## config.mk

```make
export PLATFORM = sky130hd
export DESIGN_NAME = trap_entry_unit
export DESIGN_NICKNAME = d
export VERILOG_FILES = /design/src/rtl/trap_entry_unit.sv
export SDC_FILE = /design/constraint.sdc
export NUM_CORES = 2
export LEC_CHECK = 0
export CAP_MARGIN = 30
export CORE_ASPECT_RATIO = 0.9
export CORE_MARGIN = 5
export CORE_UTILIZATION = 35
export CTS_CLUSTER_SIZE = 10
export DETAILED_ROUTE_END_ITERATION = 16
export PLACE_DENSITY = 0.58
export SLEW_MARGIN = 15
export SYNTH_ARGS = -nofsm -noshare
export SYNTH_HDL_FRONTEND = slang
export SYNTH_SLANG_ARGS = --single-unit
```

## constraint.sdc

```tcl
create_clock -name clk -period 48 [get_ports clk]
set_input_delay 9.6 -clock clk [delete_from_list [all_inputs] [get_ports clk]]
set_output_delay 9.6 -clock clk [all_outputs]
set_load 0.05 [all_outputs]
```

## src/rtl/trap_entry_unit.sv

```systemverilog
module trap_entry_unit #(
  parameter int NWIN = 8,
  parameter int MAX_TL = 6,
  parameter int MAX_GL = 3,
  parameter int MAX_PGL = 2,
  parameter logic [63:0] SPILL_BASE = 64'h0000_0000_0001_0000,
  parameter logic [63:0] FILL_BASE = 64'h0000_0000_0002_0000,
  localparam int CW = $clog2(NWIN),
  localparam int TLW = $clog2(MAX_TL + 1)
) (
  input  logic           clk,
  input  logic           rst_n,
  input  logic           trap_req,
  input  logic [8:0]     trap_type,
  input  logic           hyp_mode,
  input  logic           done_ret,
  input  logic [63:0]    cur_pc,
  input  logic [63:0]    cur_npc,
  input  logic [7:0]     cur_ccr,
  input  logic [7:0]     cur_asi,
  input  logic [12:0]    cur_pstate,
  input  logic [11:0]    cur_hpstate,
  input  logic [CW-1:0]  cur_cwp,
  input  logic [CW-1:0]  cur_cansave,
  input  logic [2:0]     cur_gl,
  output logic [TLW-1:0] tl,
  output logic           error_state,
  output logic           trap_done,
  output logic           ret_done,
  output logic [63:0]    nxt_pc,
  output logic [63:0]    nxt_npc,
  output logic [63:0]    nxt_nnpc,
  output logic [7:0]     nxt_ccr,
  output logic [7:0]     nxt_asi,
  output logic [12:0]    nxt_pstate,
  output logic [11:0]    nxt_hpstate,
  output logic [CW-1:0]  nxt_cwp,
  output logic [2:0]     nxt_gl,
  output logic [63:0]    stk_tstate,
  output logic [63:0]    stk_tpc,
  output logic [63:0]    stk_tnpc,
  output logic [8:0]     stk_tt,
  output logic [11:0]    stk_htstate
);

  localparam logic [CW+1:0] NW = (CW+2)'(NWIN);

  logic [63:0] tst_m [MAX_TL];
  logic [63:0] tpc_m [MAX_TL];
  logic [63:0] tnpc_m [MAX_TL];
  logic [8:0]  tt_m [MAX_TL];
  logic [11:0] hts_m [MAX_TL];

  logic at_top, at_bot, take, back, spill, fill, step1;
  logic [63:0] tst_new, base;
  logic [12:0] ps_new;
  logic [11:0] hps_new;
  logic [2:0]  gl_lim, gl_new;
  logic [CW+1:0] wsum;
  logic [CW-1:0] cwp_new;

  assign at_top = (tl == TLW'(MAX_TL));
  assign at_bot = (tl == '0);
  assign take   = trap_req && !at_top;
  assign back   = done_ret && !trap_req && !at_bot;
  assign spill  = (trap_type[8:6] == 3'b010);
  assign fill   = (trap_type[8:6] == 3'b011);
  assign step1  = (trap_type == 9'h024);
  assign base   = spill ? SPILL_BASE : FILL_BASE;

  assign tst_new = {21'b0, cur_gl, cur_ccr, cur_asi, 3'b0, cur_pstate, 3'b0, 5'(cur_cwp)};

  always_comb begin
    ps_new = cur_pstate;
    ps_new[4] = 1'b1;
    ps_new[3] = 1'b0;
    ps_new[1] = 1'b0;
    ps_new[2] = !hyp_mode;
    ps_new[9] = hyp_mode ? 1'b0 : cur_pstate[8];
    hps_new = cur_hpstate;
    if (hyp_mode) begin
      hps_new[5]  = 1'b0;
      hps_new[10] = 1'b0;
      hps_new[2]  = 1'b1;
    end
  end

  assign gl_lim = hyp_mode ? 3'(MAX_GL) : 3'(MAX_PGL);
  assign gl_new = (cur_gl >= gl_lim) ? gl_lim : cur_gl + 3'd1;

  always_comb begin
    wsum = {2'b0, cur_cwp};
    if (step1)
      wsum = {2'b0, cur_cwp} + (CW+2)'(1);
    else if (spill)
      wsum = {2'b0, cur_cwp} + {2'b0, cur_cansave} + (CW+2)'(2);
    else if (fill)
      wsum = (cur_cwp == '0) ? NW - (CW+2)'(1) : {2'b0, cur_cwp} - (CW+2)'(1);
    if (wsum >= NW) wsum = wsum - NW;
    if (wsum >= NW) wsum = wsum - NW;
    cwp_new = CW'(wsum);
  end

  always_comb begin
    if (at_bot) begin
      stk_tstate = '0; stk_tpc = '0; stk_tnpc = '0; stk_tt = '0; stk_htstate = '0;
    end else begin
      stk_tstate  = tst_m[tl - TLW'(1)];
      stk_tpc     = tpc_m[tl - TLW'(1)];
      stk_tnpc    = tnpc_m[tl - TLW'(1)];
      stk_tt      = tt_m[tl - TLW'(1)];
      stk_htstate = hts_m[tl - TLW'(1)];
    end
  end

  always_ff @(posedge clk) begin
    if (!rst_n) begin
      tl <= '0; error_state <= 1'b0; trap_done <= 1'b0; ret_done <= 1'b0;
      nxt_pc <= '0; nxt_npc <= '0; nxt_nnpc <= '0; nxt_ccr <= '0; nxt_asi <= '0;
      nxt_pstate <= '0; nxt_hpstate <= '0; nxt_cwp <= '0; nxt_gl <= '0;
      for (int i = 0; i < MAX_TL; i++) begin
        tst_m[i] <= '0; tpc_m[i] <= '0; tnpc_m[i] <= '0; tt_m[i] <= '0; hts_m[i] <= '0;
      end
    end else begin
      trap_done <= take;
      ret_done  <= back;
      if (trap_req && at_top) error_state <= 1'b1;
      if (take) begin
        tl <= tl + TLW'(1);
        tst_m[tl]  <= tst_new;
        tpc_m[tl]  <= cur_pc;
        tnpc_m[tl] <= cur_npc;
        tt_m[tl]   <= trap_type;
        hts_m[tl]  <= cur_hpstate;
        nxt_ccr     <= cur_ccr;
        nxt_asi     <= cur_asi;
        nxt_pstate  <= ps_new;
        nxt_hpstate <= hps_new;
        nxt_cwp     <= cwp_new;
        nxt_gl      <= gl_new;
        if (spill || fill) begin
          nxt_pc   <= base;
          nxt_npc  <= base + 64'd4;
          nxt_nnpc <= base + 64'd8;
        end else begin
          nxt_pc   <= cur_pc;
          nxt_npc  <= cur_npc;
          nxt_nnpc <= cur_npc + 64'd4;
        end
      end else if (back) begin
        tl <= tl - TLW'(1);
        nxt_gl      <= stk_tstate[42:40];
        nxt_ccr     <= stk_tstate[39:32];
        nxt_asi     <= stk_tstate[31:24];
        nxt_pstate  <= stk_tstate[20:8];
        nxt_cwp     <= stk_tstate[CW-1:0];
        nxt_hpstate <= stk_htstate;
        nxt_pc      <= stk_tpc;
        nxt_npc     <= stk_tnpc;
        nxt_nnpc    <= stk_tnpc + 64'd4;
      end
    end
  end

endmodule


```

==> flow_summary.toml <==
[die]
die-area_um2 = 222000
row_count = 160
die_y_um = 447
start_util_pct = 35.2
coreArea_um2 = 211000
chipWidth_um = 496
io_pins = 650

[sta]
maxSlewHeadroom_pct = 25.6
fin_skew_ns = 0.0412
worst_pin_slew_ns = 1.12
tns_ns = 0
fmax_mhz = 57.7
setup_viol = 0
finalHoldViolCount = 0
finalWorstSetupSlack_ns = 30.67
layout_min_cycle_time_ns = 17.33
rsz0062_at_grt = "false"
maxSlewViolCount = 0
fin_crit_sh_pct = 36.1

[drt]
dr.pass1.iters = 5
wl_per_cell_um = 27.6
wl_mm = 253
ant_nets = 0
drt_iter0_markers = 5184
via_count = 50400
viasPerCell = 5.49
drc_errors = 0

[global_routing]
grt_pass1_vias = 51300
grtUsageTotal_pct = 22.3
grt_max_degree = 139
grt_overflow = 0
antenna_found_initial = 18
grt_pass1_wl_mm = 364

[cells_and_area]
nets = 6378
drive_above_1_share_pct = 10.7
final_area_um2 = 89500
syn2layout_area_growth_pct = 20.3

[clock_tree]
clock-sinks = 1715
path_clk_slew_ns = 0.06
post-cts-setup-buffer-count = 0
cts_hold_buf = 0
cts-root-buf = "clkbuf_16"
cts_resized = 0
cts_max_level = 4
clockBufferDepth = 3
clk_latency_ns = 0.84
cts_made_buffers = 196
cts_tree = "done"

[worst_setup_path]
cpPeakStageDelay_ns = 1.01
critPathLaunchType = "flop"
ff2ff_path_depth = 14
crit_arrival_ns = 7.73
cpMaxStageDelayCell = "ha_4"
end_kind = "primary output"
critical_path_class = "reg2out"
crit_fanout = 60
path_common_cell = "buf_4"
crit_chain = "buf_16 -> clkinv_2 -> ha_4 -> buf_4 -> buf_4 -> buf_4 -> mux4_2 -> nand2_1 -> a21oi_1 -> clkdlybuf4s50_1"
crit_required_ns = 38.40

[logic_synthesis]
synth.top_cells.by_count = "1472 x edfxtp_1, 898 x nor2_1, 615 x nand2_1"
synth-edff-count = 1472
post-synth-top-count-cell = "edfxtp_1"
syn_avg_cell_area_um2 = 13.2
synth_top_area_cell = "edfxtp_1"
ys_async_sr_fraction_pct = 0
synth.area.top_cells = "edfxtp_1 59%, mux4_2 8.6%, dfxtp_1 6.5%"
netlist_area_um2 = 74400
yosysSeqAreaShare_pct = 65.9
synth-seq-cells = 1715
synthCells = 5646
yosysTopAreaCellShare_pct = 59.4
synth_ff_type = "edfxtp_1"
ys.warnings.count = 0
synth_cell_types = 76

[power]
p_leak_uw = 0.0316
peakVddDrop_mv = 0.0303
power.density_nw_per_um2 = 47.6

[worst_hold_path]
holdCritPathClass = "reg2reg"
holdPathStages = 2

[placed_design]
dp_slack_ns = 31.10
gp_congestion = 0.809
place_hpwl_mm = 149
placed_cell_area_um2 = 83400
io_buffers = 620

[status]
run_status = "complete, no violations"

[run]
drv_cap = 0
flip-flops by register name (all words and copies together) (netlist names):
signal and count:
trap_done 1, nxt_ccr 8, nxt_nnpc 62, error_state 1, tpc_m 512, tnpc_m 512, tt_m 72, nxt_cwp 3
nxt_gl 3, tl 3, hts_m 96, nxt_pc 64, nxt_asi 8, nxt_pstate 13, ret_done 1, nxt_hpstate 12
nxt_npc 64, tst_m 280
report_power, final:
part / switching, uW / total (uW) / internal (uW)
Clock: 611 / 1410 / 799
Combinational: 780 / 1130 / 350
Sequential: 28.7 / 1720 / 1690
worst max-delay path: cells and delay by family, from the launching register on:
kind / cells / cell delay (ns)
flip-flops: 1 / 0.48
AND/OR/NAND/NOR: 1 / 0.06
adder cells (fa/ha/maj): 1 / 1.01
AO/OA/AOI/OAI: 1 / 0.60
buffers and inverters: 6 / 4.16
multiplexers: 1 / 0.35
routing by layer:
metal	global-route usage, %	wire, um	share of wire [%]
met2	36.4	120000	47
met4	8.51	9780	3.9
met5	0	55	0.022
met1	29.8	104000	41
met3	4.10	19800	7.8
per-stage QoR:
| step | instances | total power [uW] | util [%] | hold WS (ns) |
|---|---|---|---|---|
| 2_1_floorplan | 5674 | 2490 | - | 0.667 |
| 3_3_place_gp | 8797 | 2880 | 39.4 | 0.448 |
| 3_5_place_dp | 8803 | 2880 | 39.5 | 0.452 |
| 4_1_cts | 9171 | 4290 | 42.3 | 0.467 |
| 5_1_grt | 9180 | 4410 | 42.3 | 0.489 |
| 6_report | 9184 | 4260 | 42.3 | 0.464 |
cells by family (layout without fill, tap and decap cells):
group	Yosys count	after routing	share of synthesized area [%]
fa+ha+maj	14	14	0.235
xor+xnor	119	119	1.44
other cells	1	36	0.00504
compound gates	633	633	5.54
flops	1715	1715	65.9
simple gates	2035	2035	11.9
mux	458	458	11.0
buf+inv	671	1339	3.92
final timing paths:
check / start / end / slack, ns
min: nxt_npc[19] / nxt_npc[19] / 0.46
max: tl[0] / stk_tpc[23] / 30.67
min reg2reg: nxt_npc[19] / nxt_npc[19] / 0.46
max reg2reg: tl[0] / nxt_nnpc[55] / 39.94
layout by cell type, fill, tap and decap left out, types with 12 or more instances in the layout:
master and instances:
edfxtp_1 1472, nor2_1 894, clkdlybuf4s50_1 619, nand2_1 606, mux4_2 283, dfxtp_1 242
inv_1 239, a21oi_1 217, clkbuf_16 200, and2_1 180, mux2i_1 168, nand3_1 163
clkbuf_1 141, a22oi_1 100, buf_4 88, o21ai_0 66, xnor2_1 65, nand4_1 64
o22ai_1 64, o221ai_1 56, xor2_1 52, a31oi_1 37, nor3_1 29, conb_1 29
a221o_1 26, and3_1 16, o211ai_1 16, a221oi_1 15, ha_1 13, and4_1 12
layout make-up:
class / instances / area [um2]
antenna: 7 / 17.5
clock buffer: 349 / 5640
fill: 19600 / 122000
multi-input combinational: 3288 / 22800
timing repair buffer: 728 / 7280
inverter: 243 / 926
clock inverter: 19 / 284
tap: 2835 / 3550
sequential: 1715 / 49100
Power figures use the tool's default switching activity.
